File: src/rtl/dram_pm_pkg.sv
package dram_pm_pkg;

    // Cycle code carried on {mreq_n, seq}.
    typedef enum logic [1:0] {
        CY_NSEQ = 2'b00,
        CY_SEQ  = 2'b01,
        CY_INT  = 2'b10,
        CY_COP  = 2'b11
    } cyc_e;

    typedef enum logic [1:0] {
        ST_IDLE,
        ST_INTERNAL,
        ST_ROW,
        ST_COL
    } st_e;

endpackage

File: src/rtl/dram_pm_decode.sv
module dram_pm_decode
    import dram_pm_pkg::*;
(
    input  logic mreq_n,
    input  logic seq,
    output cyc_e cyc
);
    assign cyc = cyc_e'({mreq_n, seq});
endmodule

File: src/rtl/dram_pm_split.sv
module dram_pm_split #(
    parameter int ADDR_W = 20,
    parameter int COL_W  = 9,
    parameter int DA_W   = 11
) (
    input  logic [ADDR_W-1:0] addr,
    output logic [DA_W-1:0]   row_a,
    output logic [DA_W-1:0]   col_a,
    output logic              last_col
);
    localparam int ROW_W = ADDR_W - COL_W;

    logic [ROW_W-1:0] row_bits;
    logic [COL_W-1:0] col_bits;

    assign row_bits = addr[ADDR_W-1:COL_W];
    assign col_bits = addr[COL_W-1:0];
    assign row_a    = DA_W'(row_bits);
    assign col_a    = DA_W'(col_bits);
    assign last_col = &col_bits;
endmodule

File: src/rtl/dram_pm_fsm.sv
module dram_pm_fsm
    import dram_pm_pkg::*;
#(
    parameter int DA_W = 11
) (
    input  logic            clk,
    input  logic            rst_n,
    input  cyc_e            cyc,
    input  logic            last_col,
    input  logic [DA_W-1:0] row_a,
    input  logic [DA_W-1:0] col_a,
    output logic            ras_n,
    output logic            cas_n,
    output logic            wait_n,
    output logic [DA_W-1:0] dram_addr
);
    st_e st, st_nxt;

    // State register.
    always_ff @(posedge clk) begin
        if (!rst_n) st <= ST_IDLE;
        else        st <= st_nxt;
    end

    // Transitions: the forecast code is consumed only when wait_n is high.
    always_comb begin
        st_nxt = st;
        unique case (st)
            ST_ROW: st_nxt = ST_COL;
            ST_IDLE, ST_INTERNAL, ST_COL: begin
                unique case (cyc)
                    CY_NSEQ: st_nxt = ST_ROW;
                    CY_SEQ: begin
                        if (st == ST_INTERNAL || (st == ST_COL && !last_col))
                            st_nxt = ST_COL;
                        else
                            st_nxt = ST_ROW;
                    end
                    CY_INT: st_nxt = ST_INTERNAL;
                    CY_COP: st_nxt = ST_IDLE;
                endcase
            end
        endcase
    end

    // Outputs.
    always_comb begin
        ras_n     = 1'b1;
        cas_n     = 1'b1;
        wait_n    = 1'b1;
        dram_addr = row_a;
        unique case (st)
            ST_IDLE: ;
            ST_INTERNAL: ras_n = (cyc != CY_SEQ);
            ST_ROW: begin
                ras_n  = 1'b0;
                wait_n = 1'b0;
            end
            ST_COL: begin
                ras_n     = 1'b0;
                cas_n     = 1'b0;
                dram_addr = col_a;
            end
        endcase
    end
endmodule

File: src/rtl/dram_page_ctrl.sv
module dram_page_ctrl #(
    parameter int ADDR_W     = 20,
    parameter int PAGE_WORDS = 512,
    localparam int COL_W     = $clog2(PAGE_WORDS),
    localparam int ROW_W     = ADDR_W - COL_W,
    localparam int DA_W      = (ROW_W > COL_W) ? ROW_W : COL_W
) (
    input  logic              clk,
    input  logic              rst_n,
    input  logic              mreq_n,
    input  logic              seq,
    input  logic [ADDR_W-1:0] addr,
    output logic              ras_n,
    output logic              cas_n,
    output logic              wait_n,
    output logic [DA_W-1:0]   dram_addr
);
    import dram_pm_pkg::*;

    cyc_e            cyc;
    logic [DA_W-1:0] row_a;
    logic [DA_W-1:0] col_a;
    logic            last_col;

    dram_pm_decode u_dec (
        .mreq_n (mreq_n),
        .seq    (seq),
        .cyc    (cyc)
    );

    dram_pm_split #(
        .ADDR_W (ADDR_W),
        .COL_W  (COL_W),
        .DA_W   (DA_W)
    ) u_split (
        .addr     (addr),
        .row_a    (row_a),
        .col_a    (col_a),
        .last_col (last_col)
    );

    dram_pm_fsm #(
        .DA_W (DA_W)
    ) u_fsm (
        .clk       (clk),
        .rst_n     (rst_n),
        .cyc       (cyc),
        .last_col  (last_col),
        .row_a     (row_a),
        .col_a     (col_a),
        .ras_n     (ras_n),
        .cas_n     (cas_n),
        .wait_n    (wait_n),
        .dram_addr (dram_addr)
    );
endmodule

File: config.mk
export PLATFORM = sky130hd
export DESIGN_NAME = dram_page_ctrl
export DESIGN_NICKNAME = d
export VERILOG_FILES = /design/src/rtl/dram_pm_pkg.sv /design/src/rtl/dram_pm_decode.sv /design/src/rtl/dram_pm_split.sv /design/src/rtl/dram_pm_fsm.sv /design/src/rtl/dram_page_ctrl.sv
export SDC_FILE = /design/constraint.sdc
export NUM_CORES = 1
export LEC_CHECK = 0
export CORE_MARGIN = 10
export CORE_UTILIZATION = 20
export DETAILED_ROUTE_END_ITERATION = 10
export GPL_ROUTABILITY_DRIVEN = 0
export GPL_TIMING_DRIVEN = 0
export PLACE_DENSITY_LB_ADDON = 0.08
export SYNTH_ARGS = -nofsm -noshare
export SYNTH_HDL_FRONTEND = slang
export SYNTH_SLANG_ARGS = --single-unit
export TNS_END_PERCENT = 10
File: constraint.sdc
create_clock -name clk -period 1.1 [get_ports clk]
set_input_delay 0.22 -clock clk [delete_from_list [all_inputs] [get_ports clk]]
set_output_delay 0.22 -clock clk [all_outputs]
set_load 0.02 [all_outputs]
# ---- Yosys cells after proc, flatten, opt, wreduce, memory -nomap -nowiden
# Index checks and enable logic that the tools add are counted.
dict set report totals {
  register_bits 2
  latch_bits 0
  ram_bits 0
  rom_bits 0
  out_inout_bits 14
  memories 0
}
dict set report op_classes {
  add_sub_neg 0
  mul 0
  div_mod_pow 0
  magnitude_cmp 0
  n_eq_ne 7
  n_shift 0
  muxes 7
  n_bitwise 0
  reduce_logical 8
}
# op count
set op_table {}
lappend op_table {{$mux W11} 1}
lappend op_table {{$reduce_and A9 Y1} 1}
lappend op_table {{$eq A2 B2 Y1 const B} 4}
lappend op_table {{$pmux W2 S4} 1}
lappend op_table {{$eq A2 B1 Y1 const B} 2}
lappend op_table {{$logic_not A2 Y1} 2}
lappend op_table {{$pmux W2 S2} 1}
lappend op_table {{$mux W1} 3}
lappend op_table {{$reduce_or A3 Y1} 1}
lappend op_table {{$ne A2 B1 Y1 const B} 1}
lappend op_table {{$pmux W1 S2} 1}
lappend op_table {{$reduce_or A2 Y1} 1}
lappend op_table {{$logic_and A1 B1 Y1} 1}
lappend op_table {{$logic_not A1 Y1} 1}
lappend op_table {{$logic_or A1 B1 Y1} 1}

# ---- Longest topological paths before layout
dict set report depth {
  depth_word 7
  mapped_depth 3
  depth_no_buf 3
}

# ---- Hierarchy
# Synthesis repeated with hierarchy kept, for this count alone.
dict set report hier_totals {
  cells_unflattened 52
  area_unflattened_um2 471.7
}
# mod n_inst cells_per_inst area_each_um2 seq_area_each_um2
set modules_own_cells {}
lappend modules_own_cells {dram_pm_fsm 1 23 262.8 40.0}
lappend modules_own_cells {dram_pm_split 1 27 193.9 0.0}
lappend modules_own_cells {dram_pm_decode 1 2 15.0 0.0}

# ---- Worst setup path after synthesis
# Ideal clock, no wire load.
dict set report synth_path {
  kind {register to output}
  start {register u_fsm.st[1]}
  end {output port dram_addr[2]}
  t_arrival_ps 921
  t_required_ps 880
  path_slack_ps -41
  path_stages_with_launch 4
  path_cell_list {dfxtp_1 -> nand2_2 -> buf_6 -> mux2_4}
}
dict set report synth_via {
  elab_chain_len 2
}
# item line
set synth_rtl {}
lappend synth_rtl {{start: declaration} dram_pm_fsm.sv:17} ;# st_e st, st_nxt;
lappend synth_rtl {{start signal: assignment} dram_pm_fsm.sv:22} ;# else st <= st_nxt;
lappend synth_rtl {{$eq A2 B2 Y1} dram_pm_fsm.sv:52} ;# unique case (st)
lappend synth_rtl {{$mux W11} dram_pm_fsm.sv:52}
lappend synth_rtl {{end: declaration} dram_page_ctrl.sv:16} ;# output logic [DA_W-1:0] dram_addr
# Every way passes these cells.

# ---- Worst setup path after layout
dict set report layout_path {
  start {register u_fsm.st[0]}
  end {output port dram_addr[3]}
}
# The elaborated chain is that of the path after synthesis.

==> impl_metrics.tcl <==
set metrics [dict create \
    maxCapViolations 0 \
    seq_area_um2 47.5 \
    rsz0062_at_grt "yes" \
    io_buffers 37 \
    core_um2 1270 \
    io_pins 38 \
    wl_met2_um 593 \
    n_antenna_cell 0 \
    viasPerCell 4.46 \
    criticalPathCategory "reg -> out" \
    max_slew_margin_pct 87.8 \
    syn_inst 26 \
    setup_ws_ns -0.346 \
    top_register "u_fsm.st" \
    final_common_cell "clkdlybuf4s50_1" \
    reg2reg_from "u_fsm.st[1]" \
    power_mw 0.536 \
    min_period_over_period_pct 131 \
    dp_hpwl_um 1050 \
    initial_core_util_pct 20.9 \
    place_inst 78 \
    largestRegisters "u_fsm.st: 2 flops" \
    grt_pass1_vias 407 \
    yosysSeqAreaShare_pct 15.1 \
    syn_area_per_cell_um2 10.2 \
    fin_cells 83 \
    syn_to_final_growth_pct 176 \
    wl_met1_um 470 \
    fin_crit_ns 1.45 \
    worst_slew_pin_slew_ns 0.182 \
    dieHeight_um 56.4 \
    nets 94 \
    top_layer "met4" \
    slew_viol_final 0 \
    clk_pin_slew_worst_paths_ns 0.03 \
    crit_path_end_kind "output pin" \
    p_per_area_nw_per_um2 731 \
    wl_met3_um 100 \
    hold_start "seq" \
    die_width_um 56.4 \
    drive_gt1_share_pct 51.5 \
    vias 370 \
    grt_pass1_wl_um 1900 \
    design_area_um2 733 \
    syn_nets 50 \
    tritoncts "done" \
    hold_buffers 0 \
    clkLatencyLatePin_ns 0.22 \
    hp-class "in -> reg" \
    place_area_um2 659 \
    ys_types 16 \
    grtUsageTotal_pct 7.58 \
    cts_root_buffer "clkbuf_4" \
    cts-buffers-inserted 3 \
    grt_overflow 0 \
    clockBufferDepth 2 \
    finalSetupViolations 14 \
    fmax_ghz 0.692 \
    syn-cell-area_um2 265 \
    antenna_found_initial 0 \
    power_leakage_nw 0.344 \
    num_rows 13 \
    drc_errors 0 \
    multi_input_area_um2 230 \
    critPathMaxFanout 5 \
    cts_sinks 2 \
    start_kind "flop" \
    fillers 121 \
    worst_ep_arrival_time_ns 1.23 \
    ys_warn_count 0 \
    ir_drop_v 0.000314 \
    htree_levels 1 \
    final_antenna_net_count 0 \
    routed_wl_um 1190 \
    crit_required_ns 0.88 \
    dr.first_iter.drc_count 0 \
    status "finished with violations" \
    largest_reg_flops 2 \
    wl_per_cell_um 14.4 \
    dieArea_um2 3180 \
    synth_seq_cells 2 \
    crit_start "u_fsm.st[0]" \
    violations "negative setup slack" \
    hold_slack_ns 0.298 \
    drt_pass1_iterations 1 \
    finClkSkew_ns 0.00520 \
    hold_violations 0 \
    place_ws_ns -0.742 \
    grt_max_degree 6 \
    final_cell_mix "21 x clkdlybuf4s50_1, 9 x buf_6, 7 x mux2_4, 4 x buf_2, 3 x clkbuf_4" \
]
[per-layer routing]
metal	vias up	GRT usage, %
met2	22	11.8
met4	0	6.19
met3	2	3.37
li1	183	-
met1	163	7.64
met5	-	0
[critical path, cell delays in order (launching register included)]
cell and delay [ns]:
dfxtp_4 0.35, nand2_8 0.09, buf_8 0.12, mux2_4 0.30, buf_6 0.13
[synth_stat cells, drive strengths merged]
cell    n  area, um2
o31ai   1       7.51
nand4   2       12.5
nand2   2       10.0
inv     1       3.75
nor2    1       3.75
dfxtp   2       40.0
a21oi   1       5.00
nand2b  1       6.26
buf     1       11.3
or2b    1       7.51
a31oi   1       6.26
and3b   1       8.76
mux2    9        128
and2    2       15.0
[path summary, 6_finish.rpt]
path	to	slack [ns]	cells past startpoint
min reg2reg	u_fsm.st[1]	0.62	2
max	dram_addr[3]	-0.35	4
min	u_fsm.st[0]	0.30	3
max reg2reg	u_fsm.st[0]	0.09	4
[area by class of cell]
type / instances / share of cell area, %
buffer: 1 / 2.05
tap: 15 / 2.56
timing repair buffer: 39 / 53.9
multi-input combinational: 22 / 31.4
clock buffer: 3 / 3.07
sequential: 2 / 6.48
inverter: 1 / 0.512
[report_power, final]
group	internal (mW)	switching (mW)	total (mW)
Clock	0.120	0.0378	0.158
Sequential	0.0785	0.0101	0.0885
Combinational	0.183	0.107	0.290
[stage by stage]
step,TNS [ns],utilization (%)
after detailed placement,-7.74,52.0
final,-3.65,57.8
after floorplan,-0.120,-
after global placement,-7.76,52.0
after CTS,-3.85,57.2
after global routing,-4.18,57.8
[cell families (layout without fill, tap and decap cells)]
logic type      after synthesis  in the layout  synth area share, %
mux                           9              9                 48.1
buf+inv                       2             44                 5.66
flops                         2              2                 15.1
simple gates                 10             10                 24.1
compound gates                3              3                 7.08
[what timing repair did]
item	CTS	global route
resized for setup	83	2
setup endpoints to repair	14	15
endpoints found under the hold margin	0	0
buffers inserted	1	0
gates cloned	1	0
pin swaps	2	2
Note: power is estimated with default switching activity, not from simulation.
